**src/rtl/mdio_pkg.sv**
```systemverilog
package mdio_pkg;
  localparam int PRE_LEN  = 32;
  localparam int BODY_LEN = 32;
  localparam int FRAME_W  = PRE_LEN + BODY_LEN;

  typedef struct packed {
    logic               load;       // first bit of a new frame
    logic               advance;    // move to the next bit
    logic               finish;     // frame done, release line
    logic               drive;      // bit being presented is driven
    logic               fallTick;   // mdc falls at this edge
    logic               riseTick;   // mdc rises at this edge
    logic               sampleTa;   // capture acknowledge
    logic               sampleData; // capture a read data bit
    logic [FRAME_W-1:0] frame;      // frame image for load
  } mdioStrobe_t;
endpackage

```
**src/rtl/mdio_ctrl.sv**
```systemverilog
module mdio_ctrl
  import mdio_pkg::*;
#(
  parameter int DIV_W = 8,
  parameter int PHY_W = 5
) (
  input  logic                 clk,
  input  logic                 rst_n,
  input  logic                 enable,
  input  logic [DIV_W-1:0]     clkDiv,
  input  logic                 preambleOff,
  input  logic [1:0]           cmdWe,
  input  logic [31:0]          cmdWData,
  input  logic [1:0]           evtClr,
  input  logic [1:0]           maskSet,
  input  logic [1:0]           maskClr,
  input  logic [15:0]          rxData,
  input  logic                 ackIn,
  output logic [31:0]          chanCmd0,
  output logic [31:0]          chanCmd1,
  output logic [1:0]           evtRaw,
  output logic [1:0]           evtMasked,
  output logic                 irq,
  output logic [(1<<PHY_W)-1:0] alive,
  output logic                 mdc,
  output logic                 busy,
  output mdioStrobe_t          stb
);
  localparam int NUM_CH = 2;
  localparam int IDX_W  = $clog2(FRAME_W) + 1;
  localparam logic [DIV_W-1:0] ONE = 1;
  localparam logic [IDX_W-1:0] PRE_I  = IDX_W'(PRE_LEN);
  localparam logic [IDX_W-1:0] LAST_I = IDX_W'(BODY_LEN - 1);

  // clock divider
  logic [DIV_W-1:0] divCnt, effDiv, hiStart;
  logic [DIV_W:0]   effPlus;
  logic             riseTick, fallTick;

  always_comb begin
    effDiv   = (clkDiv == '0) ? ONE : clkDiv;
    effPlus  = {1'b0, effDiv} + 1'b1;
    hiStart  = effPlus[DIV_W:1];
    riseTick = enable && (divCnt == hiStart - ONE);
    fallTick = enable && (divCnt >= effDiv);
  end

  always_ff @(posedge clk or negedge rst_n) begin
    if (!rst_n) begin
      divCnt <= '0;
      mdc    <= 1'b0;
    end else if (!enable) begin
      divCnt <= '0;
      mdc    <= 1'b0;
    end else begin
      divCnt <= fallTick ? '0 : divCnt + ONE;
      if (fallTick)      mdc <= 1'b0;
      else if (riseTick) mdc <= 1'b1;
    end
  end

  // channel command words
  logic [NUM_CH-1:0] goQ, wrQ, ackQ;
  logic [4:0]        regQ  [NUM_CH];
  logic [PHY_W-1:0]  phyQ  [NUM_CH];
  logic [15:0]       dataQ [NUM_CH];
  logic [1:0]        maskQ;

  // sequencer state
  logic             running, actCh, curWr, usePre;
  logic [IDX_W-1:0] bitIdx, base;
  logic             selCh, start, finish;
  logic [IDX_W-1:0] nIdx, nBase;
  logic             nWr;
  logic [BODY_LEN-1:0] body;

  always_comb begin
    selCh  = goQ[0] ? 1'b0 : 1'b1;
    base   = usePre ? PRE_I : '0;
    start  = !running && enable && (|goQ) && fallTick;
    finish = running && fallTick && (bitIdx == base + LAST_I);
    nIdx   = start ? '0 : bitIdx + 1'b1;
    nBase  = start ? (preambleOff ? '0 : PRE_I) : base;
    nWr    = start ? wrQ[selCh] : curWr;
    body   = {2'b01, wrQ[selCh] ? 2'b01 : 2'b10, phyQ[selCh], regQ[selCh],
              wrQ[selCh] ? 2'b10 : 2'b11, wrQ[selCh] ? dataQ[selCh] : 16'hFFFF};

    stb            = '0;
    stb.load       = start;
    stb.advance    = running && fallTick && !finish;
    stb.finish     = finish;
    stb.drive      = nWr || (nIdx < nBase + IDX_W'(14));
    stb.fallTick   = fallTick;
    stb.riseTick   = riseTick;
    stb.sampleTa   = running && riseTick && (bitIdx == base + IDX_W'(15));
    stb.sampleData = running && riseTick && (bitIdx >= base + IDX_W'(16));
    stb.frame      = preambleOff ? {body, {PRE_LEN{1'b0}}} : {{PRE_LEN{1'b1}}, body};
  end

  always_ff @(posedge clk or negedge rst_n) begin
    if (!rst_n) begin
      running <= 1'b0;
      actCh   <= 1'b0;
      curWr   <= 1'b0;
      usePre  <= 1'b1;
      bitIdx  <= '0;
    end else if (start) begin
      running <= 1'b1;
      actCh   <= selCh;
      curWr   <= wrQ[selCh];
      usePre  <= !preambleOff;
      bitIdx  <= '0;
    end else if (finish) begin
      running <= 1'b0;
    end else if (stb.advance) begin
      bitIdx  <= bitIdx + 1'b1;
    end
  end

  always_ff @(posedge clk or negedge rst_n) begin
    if (!rst_n) begin
      goQ   <= '0;
      wrQ   <= '0;
      ackQ  <= '0;
      alive <= '0;
      for (int c = 0; c < NUM_CH; c++) begin
        regQ[c]  <= '0;
        phyQ[c]  <= '0;
        dataQ[c] <= '0;
      end
    end else begin
      for (int c = 0; c < NUM_CH; c++) begin
        if (cmdWe[c] && !goQ[c]) begin
          goQ[c]   <= cmdWData[31];
          wrQ[c]   <= cmdWData[30];
          regQ[c]  <= cmdWData[25:21];
          phyQ[c]  <= cmdWData[16+PHY_W-1:16];
          dataQ[c] <= cmdWData[15:0];
        end
      end
      if (finish) begin
        goQ[actCh] <= 1'b0;
        if (!curWr) begin
          dataQ[actCh]       <= rxData;
          ackQ[actCh]        <= ackIn;
          alive[phyQ[actCh]] <= ackIn;
        end
      end
    end
  end

  // events and mask
  logic [1:0] doneBits;
  always_comb doneBits = finish ? (actCh ? 2'b10 : 2'b01) : 2'b00;

  always_ff @(posedge clk or negedge rst_n) begin
    if (!rst_n) begin
      evtRaw <= '0;
      maskQ  <= '0;
    end else begin
      evtRaw <= (evtRaw & ~evtClr) | doneBits;
      maskQ  <= (maskQ | maskSet) & ~maskClr;
    end
  end

  always_comb begin
    evtMasked = evtRaw & maskQ;
    irq       = |evtMasked;
    busy      = running;
    chanCmd0  = {goQ[0], wrQ[0], ackQ[0], 3'b000, regQ[0], phyQ[0], dataQ[0]};
    chanCmd1  = {goQ[1], wrQ[1], ackQ[1], 3'b000, regQ[1], phyQ[1], dataQ[1]};
  end

  // assertions
  for (genvar c = 0; c < NUM_CH; c++) begin : g_chk
    p_go_selfclear_r2: assert property (@(posedge clk) disable iff (!rst_n)
      $fell(goQ[c]) |-> $past(finish && (actCh == c)));
    p_cmd_locked_r3: assert property (@(posedge clk) disable iff (!rst_n)
      goQ[c] |=> ($stable(regQ[c]) && $stable(phyQ[c]) && $stable(wrQ[c])));
    p_evt_source_r5: assert property (@(posedge clk) disable iff (!rst_n)
      $rose(evtRaw[c]) |-> $past(finish && (actCh == c)));
  end

  p_idle_disabled_r9: assert property (@(posedge clk) disable iff (!rst_n)
    (!enable && !running) |=> !running);
  p_prio_ch0_r10: assert property (@(posedge clk) disable iff (!rst_n)
    (start && goQ[0]) |=> (actCh == 1'b0));
endmodule

```
**src/rtl/mdio_datapath.sv**
```systemverilog
module mdio_datapath
  import mdio_pkg::*;
(
  input  logic        clk,
  input  logic        rst_n,
  input  logic        enable,
  input  mdioStrobe_t stb,
  input  logic        mdiIn,
  output logic        mdo,
  output logic        mdoEn,
  output logic [15:0] rxData,
  output logic        ackOut,
  output logic        fault
);
  logic [FRAME_W-1:0] txShift;

  always_ff @(posedge clk or negedge rst_n) begin
    if (!rst_n) begin
      txShift <= '0;
      mdo     <= 1'b1;
      mdoEn   <= 1'b0;
    end else if (stb.load) begin
      mdo     <= stb.frame[FRAME_W-1];
      txShift <= {stb.frame[FRAME_W-2:0], 1'b0};
      mdoEn   <= stb.drive;
    end else if (stb.advance) begin
      mdo     <= txShift[FRAME_W-1];
      txShift <= {txShift[FRAME_W-2:0], 1'b0};
      mdoEn   <= stb.drive;
    end else if (stb.finish) begin
      mdo     <= 1'b1;
      mdoEn   <= 1'b0;
    end
  end

  always_ff @(posedge clk or negedge rst_n) begin
    if (!rst_n) begin
      rxData <= '0;
      ackOut <= 1'b0;
    end else begin
      if (stb.sampleTa)   ackOut <= !mdiIn;
      if (stb.sampleData) rxData <= {rxData[14:0], mdiIn};
    end
  end

  always_ff @(posedge clk or negedge rst_n) begin
    if (!rst_n)                                          fault <= 1'b0;
    else if (!enable)                                    fault <= 1'b0;
    else if (stb.riseTick && mdoEn && (mdiIn != mdo))    fault <= 1'b1;
  end

  p_mdo_on_fall_r11: assert property (@(posedge clk) disable iff (!rst_n)
    (mdo != $past(mdo)) |-> $past(stb.fallTick));
  p_fault_sticky_r8: assert property (@(posedge clk) disable iff (!rst_n)
    (enable && fault) |=> fault);
endmodule

```
**src/rtl/mdio_cmd_engine.sv**
```systemverilog
module mdio_cmd_engine
  import mdio_pkg::*;
#(
  parameter int DIV_W = 8,
  parameter int PHY_W = 5
) (
  input  logic                  clk,
  input  logic                  rst_n,
  input  logic                  enable,
  input  logic [DIV_W-1:0]      clkDiv,
  input  logic                  preambleOff,
  input  logic [1:0]            cmdWe,
  input  logic [31:0]           cmdWData,
  input  logic [1:0]            evtClr,
  input  logic [1:0]            maskSet,
  input  logic [1:0]            maskClr,
  output logic [31:0]           chanCmd0,
  output logic [31:0]           chanCmd1,
  output logic [1:0]            evtRaw,
  output logic [1:0]            evtMasked,
  output logic                  irq,
  output logic [(1<<PHY_W)-1:0] alive,
  output logic                  fault,
  output logic                  mdc,
  output logic                  mdo,
  output logic                  mdoEn,
  input  logic                  mdi
);
  mdioStrobe_t stb;
  logic [15:0] rxData;
  logic        ackBit, busy;

  mdio_ctrl #(.DIV_W(DIV_W), .PHY_W(PHY_W)) i_ctrl (
    .clk(clk), .rst_n(rst_n), .enable(enable), .clkDiv(clkDiv),
    .preambleOff(preambleOff), .cmdWe(cmdWe), .cmdWData(cmdWData),
    .evtClr(evtClr), .maskSet(maskSet), .maskClr(maskClr),
    .rxData(rxData), .ackIn(ackBit), .chanCmd0(chanCmd0), .chanCmd1(chanCmd1),
    .evtRaw(evtRaw), .evtMasked(evtMasked), .irq(irq), .alive(alive),
    .mdc(mdc), .busy(busy), .stb(stb)
  );

  mdio_datapath i_dp (
    .clk(clk), .rst_n(rst_n), .enable(enable), .stb(stb), .mdiIn(mdi),
    .mdo(mdo), .mdoEn(mdoEn), .rxData(rxData), .ackOut(ackBit), .fault(fault)
  );

  p_release_idle_r10: assert property (@(posedge clk) disable iff (!rst_n)
    !busy |-> !mdoEn);
endmodule

```
**config.mk**
```make
export PLATFORM = sky130hd
export DESIGN_NAME = mdio_cmd_engine
export DESIGN_NICKNAME = d
export VERILOG_FILES = /design/src/rtl/mdio_pkg.sv /design/src/rtl/mdio_ctrl.sv /design/src/rtl/mdio_datapath.sv /design/src/rtl/mdio_cmd_engine.sv
export SDC_FILE = /design/constraint.sdc
export NUM_CORES = 1
export LEC_CHECK = 0
export CAP_MARGIN = 10
export CORE_MARGIN = 2
export CORE_UTILIZATION = 26
export CTS_CLUSTER_DIAMETER = 80
export CTS_CLUSTER_SIZE = 25
export DETAILED_ROUTE_END_ITERATION = 12
export PLACE_DENSITY_LB_ADDON = 0.05
export REMOVE_ABC_BUFFERS = 1
export SLEW_MARGIN = 30
export SYNTH_ARGS = -nofsm -noshare
export SYNTH_HDL_FRONTEND = slang
export SYNTH_SLANG_ARGS = --single-unit
```
**constraint.sdc**
```tcl
create_clock -name clk -period 4 [get_ports clk]
set_clock_uncertainty 0.1 [all_clocks]
set_input_delay 0.6 -clock clk [delete_from_list [all_inputs] [get_ports clk]]
set_output_delay 0.6 -clock clk [all_outputs]
set_load 0.05 [all_outputs]
```
# Word level (Yosys, flattened, before mapping)
# Cells that the tools add are included.
[totals]
ff_bits = 198
output_inout_bits = 105
in_bits = 53
[op_classes]
muxes = 62
magnitude_cmp = 11
addsub = 8
n_reduce_logical = 33
eq_ne = 7
bitwise = 12
[ops]
columns = ["cell", "count"]
rows = [
  ["$mux W64", 3],
  ["$mux W16", 7],
  ["$bwmux W32", 2],
  ["$mux W32", 2],
  ["$mux W5", 9],
  ["$mux W7", 5],
  ["$mux W8", 3],
  ["$mux W1", 21],
  ["$logic_and A1 B1 Y1", 18],
  ["$demux W16 S1", 1],
  ["$add A7 B4 Y7 const B", 2],
  ["$add A7 B5 Y7 const B", 2],
  ["$eq A7 B7 Y1", 2],
  ["$mux W6", 2],
  ["$add A8 B1 Y9 const B", 1],
  ["$add A8 B1 Y8 const B", 1],
  ["$and A2 B2 Y2", 4],
  ["$eq A8 B8 Y1", 1],
  ["$ge A8 B8 Y1", 1],
  ["$logic_not A8 Y1", 1],
  ["$mux W2", 4],
  ["$sub A8 B1 Y8 const B", 1],
  ["$add A7 B1 Y7 const B", 1],
  ["$ge A7 B7 Y1", 1],
  ["other kinds (23)", 38],
]

# Logic depth before layout (Yosys ltp)
[logic_depth]
word_depth = 11
depth_mapped = 16

# Cells and area by module
# A second synthesis with hierarchy kept.
[hier_totals]
cells_unflattened = 1000
area_unflattened_um2 = 10129.7
[by_module_without_submodules]
columns = ["mod", "seq_area_each_um2", "area_each_um2", "instances", "cells_per_inst"]
rows = [
  ["mdio_ctrl", 2854.0, 6458.7, 1, 675],
  ["mdio_datapath", 2078.2, 3671.0, 1, 325],
]

# Worst setup path before layout
# Ideal clock, no wire load.
[synth_path]
kind = "input to register"
startpoint = "input port clkDiv[5]"
endpoint = "register i_dp.mdoEn"
setup_ps = 96
path_buffers = 1
slack_ps = 602
cell_stages = 13
t_arrival_ps = 3202
required_time_ps = 3804
path_cell_list = "nor4_1 a41o_1 ha_1 nand2b_1 a211oi_1 o221ai_1 nand2_1 buf_1 a21o_1 ha_1 o311ai_0 a21oi_1 o31ai_1"
[synth_between]
elab_chain_cells = 11
elab_cells_between_ends = 18
[synth_rtl]
columns = ["element", "line_no", "text"]
rows = [
  ["start, declared", "mdio_cmd_engine.sv:10", "input logic [DIV_W-1:0] clkDiv,"],
  ["$logic_not A8 Y1", "mdio_ctrl.sv:41", "effDiv = (clkDiv == '0) ? ONE : clkDiv;"],
  ["$mux W8 (*)", "mdio_ctrl.sv:41", ""],
  ["$ge A8 B8 Y1 (*)", "mdio_ctrl.sv:45", "fallTick = enable && (divCnt >= effDiv);"],
  ["$logic_and A1 B1 Y1 (*)", "mdio_ctrl.sv:45", ""],
  ["$logic_and A1 B1 Y1", "mdio_ctrl.sv:80", "start = !running && enable && (|goQ) && fallTick;"],
  ["$mux W7", "mdio_ctrl.sv:83", "nBase = start ? (preambleOff ? '0 : PRE_I) : base;"],
  ["$add A7 B4 Y7", "mdio_ctrl.sv:92", "stb.drive = nWr || (nIdx < nBase + IDX_W'(14));"],
  ["$lt A7 B7 Y1", "mdio_ctrl.sv:92", ""],
  ["$logic_or A1 B1 Y1", "mdio_ctrl.sv:92", ""],
  ["$mux W1", "mdio_datapath.sv:26", "end else if (stb.advance) begin"],
  ["$mux W1", "mdio_datapath.sv:22", "end else if (stb.load) begin"],
  ["end signal, assigned", "mdio_datapath.sv:25", "mdoEn <= stb.drive;"],
  ["end signal, assigned", "mdio_datapath.sv:29", "mdoEn <= stb.drive;"],
  ["end, declared", "mdio_datapath.sv:10", "output logic mdoEn,"],
]
# Every way passes the cells marked *; elsewhere a longest branch is shown, timed or not.
# A chain may end at the register's enable or synchronous reset.

# Worst setup path in the final report
# Same ends and word-level chain as after synthesis.

==> impl_metrics.yaml <==
outcome:
  status: "finished clean"
cells_and_area:
  final_common_cell: "dfrtp_1"
  n_fill_cell: 3992
  area_delta_synth_final_pct: 28.4
  finish.net_count: 1222
  layout-drive-gt1-share_pct: 14.3
  stdcell_area_mm2: 0.0130
  most-common-layout-cells: "dfrtp_1 (194), clkdlybuf4s50_1 (145), nor2_1 (109)"
  final_util_pct: 33.7
  instances_no_fill: 1686
  antenna_cells: 0
global_route:
  grt_pass1_wl_um: 52500
  antenna_found_initial: 0
  gr-total-overflow: 0
  grt_pass1_vias: 8650
  grt_max_degree: 91
  track_usage_pct: 16.5
routing:
  wl_per_cell_um: 19.4
  route.met2.wl_um: 15300
  num_vias: 8343
  wl_um: 32600
  drt-pass1-iter-count: 4
  wl_met3_um: 913
  wl_met1_um: 16100
  postRouteAntennaNets: 0
  viasPerCell: 4.95
  top_layer_used: "met4"
  drt_iter0_markers: 461
  drc: 0
run:
  maxCapViolCount: 0
clock_tree:
  path_clk_slew_ns: 0.07
  cts_buffers: 17
  post_cts_buffers: 0
  cts_buffer_depth: 2
  clkLatencyLatePin_ns: 0.45
  cts_tree: "done"
  cts_max_level: 4
  holdBufCountCts: 0
  cts_num_sinks: 197
  cts_resized: 0
  cts-root-buf: "clkbuf_16"
logic_synthesis:
  syn_inst: 1026
  synth-edff-count: 0
  synthDistinctLibCells: 66
  ys_seq_area_share_pct: 48.9
  ys_warn_count: 0
  ys_ff_latch: 197
  ys_async_sr_fraction_pct: 100
  synth_ff_type: "dfrtp_1"
  avgSynthCellArea_um2: 9.84
  synth_area_mm2: 0.0101
timing:
  worst-slew-pin-transition_ns: 0.880
  slew_headroom_pct: 41.2
  setup_viol: 0
  hold_viol: 0
  finalWorstPathRequiredPeriod_ns: 3.54
  max_freq_mhz: 283
  slew_violations: 0
  rsz0062_at_grt: "false"
  post-route-period-util_pct: 88.5
power:
  switching_power_w: 0.00210
  internal_power_w: 0.00377
  irDropWorstVdd_mv: 0.308
  clkPwrFrac_pct: 28.4
  leakage_nw: 5.60
  power_w: 0.00587
  combPwrFrac_pct: 27.3
  powerDensity_mw_per_mm2: 453
  swShare_pct: 35.8
  power_frac_seq_pct: 44.3
floorplanning:
  boundaryPins: 158
  rows: 72
  fp.dieH_um: 201
  core-area_mm2: 0.0385
  die_width_um: 201
  start_util_pct: 26.2
  die_area_mm2: 0.0404
worst_setup_path:
  cp-start-kind: "input port"
  crit_required_ns: 4.26
  cp-startpoint: "clkDiv[5]"
  worstSetupPathType: "in2reg"
  end_kind: "flop"
  slowest_stage: "clkdlybuf4s50_1"
  r2r_start: "i_ctrl.divCnt[0]"
  cp_max_fo: 2
  worstPathCellList: "clkdlybuf4s50_1 -> nor4_1 -> buf_4 -> a41o_1 -> ha_1 -> nand2b_1 -> a211oi_1 -> o221ai_1 -> and3_1 -> a21o_1 -> ha_1 -> inv_1 -> o311ai_0 -> a21oi_1 -> a21oi_1 -> o31ai_1"
  critical_path_arrival_ns: 3.80
  slowest_delay_ns: 0.42
  path_buf_inv: 3
  path_delay_family: "compound AO/OA/AOI/OAI gates"
placed_design:
  gp_congestion: 0.742
  dpl.cell_count: 1654
  portBuffers: 147
  placed_area_mm2: 0.0124
  dp_hpwl_um: 20800
worst_hold_path:
  hold_path_class: "in2async"
## cell usage after synthesis, types with 2 or more instances
cell / number / area share, %
nor4_1: 3 / 0.19
and3_1: 36 / 2.2
or4_1: 4 / 0.30
clkbuf_1: 68 / 2.5
a21o_1: 3 / 0.22
dfrtp_1: 195 / 48
o22ai_1: 17 / 1.1
nor2b_1: 2 / 0.12
ha_1: 14 / 1.7
buf_1: 9 / 0.33
o311ai_0: 2 / 0.17
nand4_1: 37 / 2.3
buf_2: 6 / 0.30
nor2_1: 111 / 4.1
mux2_4: 10 / 1.5
and2_1: 7 / 0.43
xnor2_1: 6 / 0.52
o31ai_1: 7 / 0.52
xor2_1: 12 / 1.0
mux2_2: 56 / 6.2
o211ai_1: 2 / 0.15
nor4b_1: 2 / 0.17
o32ai_1: 5 / 0.43
buf_4: 6 / 0.45
nand2b_1: 6 / 0.37
nand3_1: 79 / 3.9
nor3_1: 7 / 0.35
nand2_1: 21 / 0.78
inv_1: 25 / 0.93
o21ai_0: 79 / 3.9
dfstp_2: 2 / 0.52
mux2i_1: 45 / 4.5
a31oi_1: 60 / 3.7
a211oi_1: 3 / 0.22
a21oi_1: 47 / 2.3
o2111ai_1: 2 / 0.17
## power by group through the flow
stage | combinational [W] | sequential, W | clock, W
after floorplan | 0.000559 | 0.00304 | 0
after global placement | 0.00162 | 0.00264 | 0
after detailed placement | 0.00162 | 0.00264 | 0
after CTS | 0.00163 | 0.00261 | 0.00174
after global routing | 0.00174 | 0.00266 | 0.00180
final | 0.00160 | 0.00260 | 0.00167
## layout make-up
cell class	instances	area, µm²	area share (%)
tap	518	648	5.00
clock inverter	13	97.6	0.753
inverter	25	93.8	0.724
timing repair buffer	195	1990	15.4
sequential	197	4930	38.1
multi-input combinational	719	4750	36.7
clock buffer	19	443	3.42
## path summary, 6_finish.rpt
| path | end | slack, ns | cells past startpoint |
|---|---|---|---|
| max | i_dp.mdoEn | 0.46 | 16 |
| min | i_dp.txShift[52] | 0.03 | 1 |
| max reg2reg | i_dp.mdoEn | 1.05 | 13 |
| min reg2reg | i_ctrl.maskQ[1] | 0.39 | 2 |
| max in group asynchronous | i_ctrl.chanCmd1[5] | 2.92 | 2 |
| min in group clk | i_ctrl.maskQ[1] | 0.39 | 2 |
## metrics by stage
step                      setup TNS, ns  hold slack [ns]  worst slack, ns
after floorplan                  -28.63            0.204           -0.583
after global placement          -0.0369            0.374          -0.0369
after detailed placement        -0.0143            0.381          -0.0143
after CTS                             0           0.0505            0.443
after global routing                  0           0.0595            0.145
final                                 0           0.0326            0.461
## metal layers
layer,vias to the layer above,global-route usage (%)
met4,0,3.78
met5,-,0
met1,4220,23.6
li1,3990,-
met2,117,26.2
met3,16,2.52
## state kept, by name, indices dropped and copies added (netlist names)
register / count
i_dp.mdoEn: 1
i_dp.txShift: 63
i_ctrl.ackQ: 2
i_ctrl.mdc: 1
i_ctrl.chanCmd1: 26
i_ctrl.goQ: 2
i_dp.fault: 1
i_ctrl.evtRaw: 2
i_ctrl.busy: 1
i_ctrl.bitIdx: 7
i_ctrl.curWr: 1
i_dp.ackOut: 1
i_ctrl.chanCmd0: 26
i_dp.mdo: 1
i_ctrl.maskQ: 2
i_ctrl.alive: 32
i_ctrl.actCh: 1
i_dp.rxData: 16
i_ctrl.divCnt: 8
i_ctrl.usePre: 1
i_ctrl.wrQ: 2
## cells by family (layout without fill, tap and decap cells)
kind of cell               after synthesis  in the layout  share of synthesized area, %
adders and majority gates               14             14                          1.74
muxes                                  111            111                          12.2
buffers and inverters                  115            252                          4.65
other                                    1              6                        0.0371
DFF                                    197            197                          48.9
and+or+nand+nor                        327            327                          16.4
AOI/OAI and AO/OA                      242            242                          14.3
xor gates and xnor gates                19             19                          1.78
Note: power is estimated with default switching activity, not from simulation.
